[config.mk]
export PLATFORM = sky130hd
export DESIGN_NAME = flash_status_gen
export DESIGN_NICKNAME = d
export VERILOG_FILES = /design/src/rtl/flash_status_pkg.sv /design/src/rtl/fsg_sector_lookup.sv /design/src/rtl/fsg_read_mux.sv /design/src/rtl/flash_status_gen.sv
export SDC_FILE = /design/constraint.sdc
export NUM_CORES = 1
export LEC_CHECK = 0
export ABC_AREA = 1
export BUFFER_PORTS_ARGS = -buffer_cell sky130_fd_sc_hd__buf_2
export CAP_MARGIN = 20
export CORE_AREA = 2 2 56 53
export DETAILED_ROUTE_END_ITERATION = 8
export DIE_AREA = 0 0 58 55
export GPL_TIMING_DRIVEN = 0
export PLACE_DENSITY = 0.7
export SYNTH_ARGS = -nofsm -noshare
export SYNTH_HDL_FRONTEND = slang
export SYNTH_SLANG_ARGS = --single-unit
export TNS_END_PERCENT = 100
[constraint.sdc]
create_clock -name clk -period 1.68 [get_ports clk]
set_clock_uncertainty 0.2 [all_clocks]
set_input_delay 0.168 -clock clk [delete_from_list [all_inputs] [get_ports clk]]
set_output_delay 0.168 -clock clk [all_outputs]
set_load 0.03 [all_outputs]
[src/rtl/flash_status_pkg.sv]
package flash_status_pkg;

    typedef enum logic [1:0] {
        OPK_PROGRAM    = 2'd0,
        OPK_SECT_ERASE = 2'd1,
        OPK_CHIP_ERASE = 2'd2,
        OPK_CHIP_ALT   = 2'd3
    } op_kind_e;

    // status bit positions
    localparam int SB_POLL   = 7;
    localparam int SB_TOGGLE = 6;
    localparam int SB_WINDOW = 3;
    localparam int SB_SECTOG = 2;

    // autoselect low-address selectors
    localparam logic [1:0] AS_MFR  = 2'd0;
    localparam logic [1:0] AS_DEV  = 2'd1;
    localparam logic [1:0] AS_PROT = 2'd2;

    typedef struct packed {
        logic [7:0] rd_data;
        logic       busy_n;
        logic       busy_prev;
        logic       tog_any;
        logic       tog_sect;
    } stat_state_t;

endpackage

[src/rtl/fsg_sector_lookup.sv]
module fsg_sector_lookup #(
    parameter int NSECT      = 16,
    parameter int GROUP_SECT = 2,
    localparam int SIDX_W    = $clog2(NSECT),
    localparam int NGRP      = NSECT / GROUP_SECT
) (
    input  logic [SIDX_W-1:0] sect,
    input  logic [NSECT-1:0]  erase_mask,
    input  logic [NGRP-1:0]   prot_mask,
    input  logic              all_sect,
    output logic              in_erase,
    output logic              grp_prot
);

    logic [NSECT-1:0] sect_prot;

    for (genvar s = 0; s < NSECT; s++) begin : g_sect
        assign sect_prot[s] = prot_mask[s / GROUP_SECT];
    end

    assign in_erase = all_sect | erase_mask[sect];
    assign grp_prot = sect_prot[sect];

endmodule

[src/rtl/fsg_read_mux.sv]
module fsg_read_mux
    import flash_status_pkg::*;
#(
    parameter logic [7:0] MFR_CODE = 8'h04,
    parameter logic [7:0] DEV_CODE = 8'hD5
) (
    input  logic       use_status,
    input  logic       use_ident,
    input  logic [7:0] status_byte,
    input  logic [7:0] array_data,
    input  logic [1:0] sel,
    input  logic       grp_prot,
    output logic [7:0] byte_out
);

    logic [7:0] ident_byte;

    always_comb begin
        case (sel)
            AS_MFR:  ident_byte = MFR_CODE;
            AS_DEV:  ident_byte = DEV_CODE;
            AS_PROT: ident_byte = {7'd0, grp_prot};
            default: ident_byte = 8'h00;
        endcase
    end

    always_comb begin
        if (use_status)     byte_out = status_byte;
        else if (use_ident) byte_out = ident_byte;
        else                byte_out = array_data;
    end

endmodule

[src/rtl/flash_status_gen.sv]
module flash_status_gen
    import flash_status_pkg::*;
#(
    parameter int         NSECT      = 16,
    parameter int         GROUP_SECT = 2,
    parameter logic [7:0] MFR_CODE   = 8'h04,
    parameter logic [7:0] DEV_CODE   = 8'hD5,
    localparam int        SIDX_W     = $clog2(NSECT),
    localparam int        NGRP       = NSECT / GROUP_SECT
) (
    input  logic              clk,
    input  logic              rst_n,
    input  logic              op_busy,
    input  logic [1:0]        op_kind,
    input  logic              prog_bit7,
    input  logic [NSECT-1:0]  erase_mask,
    input  logic              window_closed,
    input  logic              suspended,
    input  logic              autosel,
    input  logic [NGRP-1:0]   prot_mask,
    input  logic              rd_stb,
    input  logic [SIDX_W-1:0] rd_sect,
    input  logic [1:0]        rd_sel,
    input  logic [7:0]        array_data,
    output logic [7:0]        rd_data,
    output logic              busy_n
);

    stat_state_t st_q, st_d;

    logic       is_prog, is_chip, is_erase;
    logic       eff_susp, running, op_start;
    logic       in_erase, grp_prot;
    logic       tog_any_base, tog_sect_base;
    logic       use_status, use_ident;
    logic [7:0] status_byte, mux_byte;

    assign is_prog  = (op_kind == OPK_PROGRAM);
    assign is_chip  = op_kind[1];
    assign is_erase = !is_prog;
    assign eff_susp = suspended && (op_kind == OPK_SECT_ERASE);
    assign running  = op_busy && !eff_susp;
    assign op_start = op_busy && !st_q.busy_prev;

    fsg_sector_lookup #(
        .NSECT      (NSECT),
        .GROUP_SECT (GROUP_SECT)
    ) u_lookup (
        .sect       (rd_sect),
        .erase_mask (erase_mask),
        .prot_mask  (prot_mask),
        .all_sect   (is_chip),
        .in_erase   (in_erase),
        .grp_prot   (grp_prot)
    );

    assign tog_any_base  = op_start ? 1'b0 : st_q.tog_any;
    assign tog_sect_base = op_start ? 1'b0 : st_q.tog_sect;

    always_comb begin
        status_byte = 8'h00;
        if (running)
            status_byte[SB_POLL] = is_prog ? !prog_bit7 : 1'b0;
        else
            status_byte[SB_POLL] = 1'b1;
        status_byte[SB_TOGGLE] = tog_any_base;
        status_byte[SB_WINDOW] = running && is_erase && window_closed;
        status_byte[SB_SECTOG] = is_erase && tog_sect_base;
    end

    assign use_status = op_busy && (running || in_erase);
    assign use_ident  = !op_busy && autosel;

    fsg_read_mux #(
        .MFR_CODE (MFR_CODE),
        .DEV_CODE (DEV_CODE)
    ) u_mux (
        .use_status  (use_status),
        .use_ident   (use_ident),
        .status_byte (status_byte),
        .array_data  (array_data),
        .sel         (rd_sel),
        .grp_prot    (grp_prot),
        .byte_out    (mux_byte)
    );

    always_comb begin
        st_d           = st_q;
        st_d.busy_prev = op_busy;
        st_d.busy_n    = !running;
        st_d.tog_any   = tog_any_base ^ (rd_stb && running);
        st_d.tog_sect  = tog_sect_base ^ (rd_stb && op_busy && is_erase && in_erase);
        if (rd_stb)
            st_d.rd_data = mux_byte;
    end

    always_ff @(posedge clk) begin
        if (!rst_n) begin
            st_q.rd_data   <= 8'h00;
            st_q.busy_n    <= 1'b1;
            st_q.busy_prev <= 1'b0;
            st_q.tog_any   <= 1'b0;
            st_q.tog_sect  <= 1'b0;
        end else begin
            st_q <= st_d;
        end
    end

    assign rd_data = st_q.rd_data;
    assign busy_n  = st_q.busy_n;

endmodule

==> impl_metrics.tcl, run 1 <==
set metrics [dict create \
    setup_viol 0 \
    p_total_uw 760.5 \
    cts_root_buf "clkbuf_4" \
    regArea_um2 240.2 \
    crit_required_ns 1.69 \
    ys_seq_area_share_pct 24.40 \
    synth_nets 207 \
    grt_overflow 0 \
    antennaDiodeCount 0 \
    cts_hold_buf 5 \
    status "completed" \
    dr.first_iter.drc_count 21 \
    io_pins 57 \
    min_period_ns 1.462 \
    drv_slew 0 \
    final.setup.tns_ns 0 \
    rsz0062_at_grt "false" \
    ant_nets 0 \
    ys_warn_count 0 \
    cts_tree "done" \
    fin_nets 269 \
    worst_ep_arrival_time_ns 1.47 \
    synth-simple-area-share_pct 39.77 \
    start_util_pct 37.69 \
    place_area_um2 1282 \
    finalInstanceArea_um2 1355 \
    maxCapViolCount 0 \
    hpwl_um 2030 \
    p_per_area_nw_per_um2 561.3 \
    syn_inst 159 \
    crit_type "in -> reg" \
    hold_class "in -> reg" \
    final_util_pct 51.87 \
    grt_max_degree 11 \
    die_h_um 55 \
    place_ws_ns 0.2174 \
    syn_area_um2 984.7 \
    multi_input_area_um2 549.3 \
    cts_resized 0 \
    cp_max_fo 10 \
    tightest_slew_ns 0.3790 \
    grt_first_pass_wirelength_um 3926 \
    relSlewSlack_pct 74.73 \
    cp-end-kind "flip-flop" \
    rows 18 \
    routed_via_density 4.703 \
    fp.dieW_um 58 \
    ys_top_cells_by_area "dfxtp_1 24%, nand2_1 11%, nand3_1 11%" \
    yosysTopAreaCell "dfxtp_1" \
    cts_buffer_depth 2 \
    dieArea_um2 3190 \
    synth_fa_ha_area_share_pct 0 \
    grt_usage_pct 15.85 \
    ys_types 25 \
    irDropWorstVdd_mv 0.6440 \
    cts-buffers-inserted 3 \
    drive_gt1_share_pct 38.36 \
    hold_violations 0 \
    layout_setup_ws_ns 0.2181 \
    port_buffers 52 \
    synth_compound_area_share_pct 16.01 \
    ys_seq_elements 12 \
    core_area_um2 2613 \
    clk_pin_slew_ns 0.07 \
    wl_per_cell_um 9.956 \
    drc 0 \
    avgSynthCellArea_um2 6.193 \
    drt_wl_total_um 2479 \
    p_leak_uw 0.0007498 \
    muxShareOfSynthArea_pct 0 \
    worstSetupStartpointType "primary input" \
    first_global_vias 972 \
    synth_top_family_by_area "simple AND/OR/NAND/NOR gates" \
    area_delta_synth_final_pct 37.61 \
    post_cts_buffers 0 \
    cts.htree.levels 1 \
    num_vias 1171 \
    antenna_found_initial 0 \
    synthXorXnorAreaFrac_pct 0 \
    clock_latency_ns 0.27 \
    finalCritPeriodShare_pct 87.02 \
    clkSinkCount 12 \
    yosys.area.top_type_share_pct 24.40 \
    max_freq_mhz 684.0 \
    fillCellCount 283 \
    dr.pass1.iters 4 \
    place.gp.congestion 0.8448 \
]
## stage by stage
| step | hold slack, ns | cells |
|---|---|---|
| 6_report | 0.03468 | 249 |
| 5_1_grt | 0.05389 | 249 |
| 4_1_cts | 0.03638 | 249 |
| 3_5_place_dp | 0.2261 | 241 |
| 3_3_place_gp | 0.2318 | 241 |
| 2_1_floorplan | 0.03699 | 159 |
## flip-flops by register name, summed over array words and instances, names as in the netlist
name,count
busy_n,1
rd_data,8
st_q,3
## cells by family (layout without fill, tap and decap cells)
| family | after synthesis | count (layout) |
|---|---|---|
| simple gates | 81 | 81 |
| compound gates | 29 | 29 |
| flops | 12 | 12 |
| buf+inv | 37 | 97 |
## worst paths after layout
check,start,endpoint,slack (ns),depth (start not counted)
hold reg to reg,rd_data[6]$_SDFFE_PN0P_,rd_data[6]$_SDFFE_PN0P_,0.27,2
setup reg to reg,st_q[2]$_SDFF_PN0_,rd_data[2]$_SDFFE_PN0P_,0.46,6
hold / removal,array_data[4],rd_data[4]$_SDFFE_PN0P_,0.03,3
setup / recovery,rd_stb,rd_data[5]$_SDFFE_PN0P_,0.22,6
## layer usage
layer	track usage, %	up-vias	part of all wire [%]
met3	4.186	2	6.6
met2	26.14	36	45
met4	3.488	0	0.77
li1	-	632	-
met5	0	-	0
met1	20.95	501	47
## layout by cell type (no fill, tap or decap), drive strengths merged, types with 3 or more instances in the layout
cell and instances:
inv 25, nand2 35, nand4 4, nor2 15, o21ai 16, clkbuf 3, dlygate4sd3 5, nand3 25
dfxtp 12, a21oi 10, buf 64
## report_power, final
group          internal [uW]  total [uW]  switching [uW]
combinational            124         274             150
clock                   83.1         178            94.7
sequential               301         309            7.17
## final cells by class
| cell class | instances | area share [%] |
|---|---|---|
| tap | 30 | 2.770 |
| buffer | 12 | 6.741 |
| sequential | 12 | 17.73 |
| clock buffer | 3 | 1.662 |
| timing repair buffer | 57 | 22.90 |
| multi-input combinational | 110 | 40.54 |
| inverter | 25 | 7.664 |
## critical path, stage by stage
cell and delay [ns]:
dlygate4sd3_1 0.52, buf_2 0.20, inv_1 0.17, nor2_1 0.17, nand4_1 0.11, a21oi_1 0.14
## cells in the mapped netlist
cell / number
or2_1: 1
inv_4: 1
dfxtp_1: 12
o2111ai_1: 1
nand2_4: 1
nor3_1: 1
inv_8: 1
inv_2: 3
nor2_1: 13
o21ai_2: 1
nand3_2: 4
nand3_1: 21
a21oi_1: 10
buf_4: 10
o211ai_1: 1
inv_1: 20
buf_2: 1
nand2_1: 30
buf_6: 1
nand4_1: 4
o21ai_0: 11
o21ai_1: 4
nand2_2: 4
nor2_2: 2
a21boi_1: 1
(Power assumes the default switching activity.)
==> run 2: changes to the inputs <==
--- a/config.mk
+++ b/config.mk
@@ -8,9 +8,9 @@
 export ABC_AREA = 1
 export BUFFER_PORTS_ARGS = -buffer_cell sky130_fd_sc_hd__buf_2
 export CAP_MARGIN = 20
-export CORE_AREA = 2 2 56 53
+export CORE_AREA = 4 4 58 55
 export DETAILED_ROUTE_END_ITERATION = 8
-export DIE_AREA = 0 0 58 55
+export DIE_AREA = 0 0 62 59
 export GPL_TIMING_DRIVEN = 0
 export PLACE_DENSITY = 0.7
 export SYNTH_ARGS = -nofsm -noshare
==> constraint.sdc (replaced) <==
create_clock -name clk -period 1.9 [get_ports clk]
set_clock_uncertainty 0.2 [all_clocks]
set_input_delay 0.19 -clock clk [delete_from_list [all_inputs] [get_ports clk]]
set_output_delay 0.19 -clock clk [all_outputs]
set_load 0.03 [all_outputs]
==> impl_metrics.tcl, run 2 (synthesis results as in run 1) <==
set metrics [dict create \
    status "completed" \
    finalCritPeriodShare_pct 87.77 \
    place.gp.congestion 0.8399 \
    cp-end-kind "flip-flop" \
    cts_hold_buf 3 \
    fillCellCount 297 \
    tightest_slew_ns 0.3748 \
    ant_nets 0 \
    pwr-share-clk_pct 22.8 \
    hpwl_um 2161 \
    num_vias 1140 \
    r2r-end "rd_data[6]$_SDFFE_PN0P_" \
    cts_root_buf "clkbuf_4" \
    cp_max_fo 8 \
    clk_pin_slew_ns 0.07 \
    min_period_ns 1.668 \
    worst_ep_arrival_time_ns 1.63 \
    cts_buffer_depth 2 \
    cts-buffers-inserted 3 \
    clock_latency_ns 0.27 \
    dieArea_um2 3658 \
    hold_depth 3 \
    p_total_uw 664.1 \
    antennaDiodeCount 0 \
    final_cell_mix "53 x buf_2, 30 x nand2_1, 21 x nand3_1" \
    maxCapViolCount 0 \
    relSlewSlack_pct 75.01 \
    cts_resized 0 \
    routed_via_density 4.615 \
    place_ws_ns 0.4138 \
    largest_register_ffs 8 \
    antenna_found_initial 0 \
    irDropWorstVdd_mv 0.6479 \
    io_pins 57 \
    hold_path_startpoint "array_data[5]" \
    fin_nets 267 \
    drc 0 \
    start_util_pct 37.37 \
    crit_path_cell_trace "dlygate4sd3_1, buf_4, inv_2, nand2_1, inv_2, o21ai_1, o21ai_0, nand3_1, nand3_1, a21oi_1" \
    clkSinkCount 12 \
    r2r_slack_ns 0.68 \
    p_switching_uw 217.4 \
    die_h_um 59 \
    cts.htree.levels 1 \
    drive_gt1_share_pct 38.71 \
    post_cts_buffers 0 \
    r2r-start "st_q[2]$_SDFF_PN0_" \
    p_per_area_nw_per_um2 497.5 \
    final.setup.tns_ns 0 \
    grt_first_pass_wirelength_um 4167 \
    wl_per_cell_um 10.45 \
    drt_wl_total_um 2582 \
    worstSetupStartpointType "primary input" \
    first_global_vias 1047 \
    slowest_delay_ns 0.54 \
    p_seq_share_pct 41.1 \
    core_area_um2 2635 \
    p_int_uw 446.7 \
    layout_setup_ws_ns 0.2323 \
    grt_overflow 0 \
    grt_usage_pct 14.86 \
    area_delta_synth_final_pct 35.58 \
    setup_viol 0 \
    crit_required_ns 1.86 \
    rsz0062_at_grt "false" \
    dr.first_iter.drc_count 28 \
    top_regs "rd_data: 8 flops, st_q: 3 flops, busy_n: 1 flops" \
    hold_violations 0 \
    port_buffers 52 \
    p_leak_uw 0.0007414 \
    slowest_stage "dlygate4sd3_1" \
    cts_tree "done" \
    grt_max_degree 11 \
    final_util_pct 50.66 \
    fp.dieW_um 62 \
    hold_class "in -> reg" \
    p_comb_share_pct 36.1 \
    dr.pass1.iters 4 \
    max_freq_mhz 599.6 \
    layout_commonest_cell "buf_2" \
    crit_type "in -> reg" \
    switching_share_pct 32.74 \
    ff2ff_path_depth 4 \
    rows 18 \
    drv_slew 0 \
    holdPathEnd "rd_data[5]$_SDFFE_PN0P_" \
    top_register "rd_data" \
]
[run 2: worst max-delay path by stage]
stage / endpoint / slack, ns / start / cells after the start
final: rd_data[6]$_SDFFE_PN0P_ / 0.23 / op_busy / 10
after global routing: rd_data[0]$_SDFFE_PN0P_ / 0.11 / op_busy / 10
after CTS: rd_data[6]$_SDFFE_PN0P_ / 0.24 / op_busy / 10
after detailed placement: st_q[0]$_SDFF_PN0_ / 0.41 / rd_sect[1] / 11
after global placement: st_q[0]$_SDFF_PN0_ / 0.41 / rd_sect[1] / 11
after floorplan: st_q[0]$_SDFF_PN0_ / 0.55 / rd_sect[1] / 11
[run 2: area by class of cell]
type / count / area (um^2) / share of cell area, %
Clock buffer: 3 / 22.52 / 1.687
Timing Repair Buffer: 55 / 290.3 / 21.74
Sequential cell: 12 / 240.2 / 17.99
Buffer: 12 / 91.34 / 6.842
Inverter: 25 / 103.9 / 7.779
Tap cell: 30 / 37.54 / 2.812
Multi-Input combinational cell: 110 / 549.3 / 41.14
[run 2: per-layer routing]
layer | global-route usage, % | up-vias | share of wire, %
li1 | - | 625 | -
met4 | 1.818 | 0 | 0
met5 | 0 | - | 0
met3 | 4.357 | 0 | 6.2
met1 | 19.50 | 488 | 45
met2 | 24.56 | 27 | 49
[run 2: through the flow]
stage / cells / area [um^2] / hold slack [ns]
floorplan: 159 / 984.7 / 0.05899
global placement: 241 / 1282 / 0.2475
detailed placement: 241 / 1282 / 0.2376
CTS: 247 / 1335 / 0.005030
global route: 247 / 1335 / 0.01717
finish: 247 / 1335 / 0.01078
[run 2: critical path: cells and delay by family]
kind | cells | cell delay, ns
compound gates | 3 | 0.27
simple gates | 3 | 0.26
buf+inv | 4 | 0.90
[run 2: power by group through the flow]
stage               Sequential [uW]  Combinational [uW]  Clock (uW)
floorplan                       279                 154           0
global placement                278                 234           0
detailed placement              278                 236           0
CTS                             273                 241         152
global route                    275                 267         170
finish                          273                 240         151
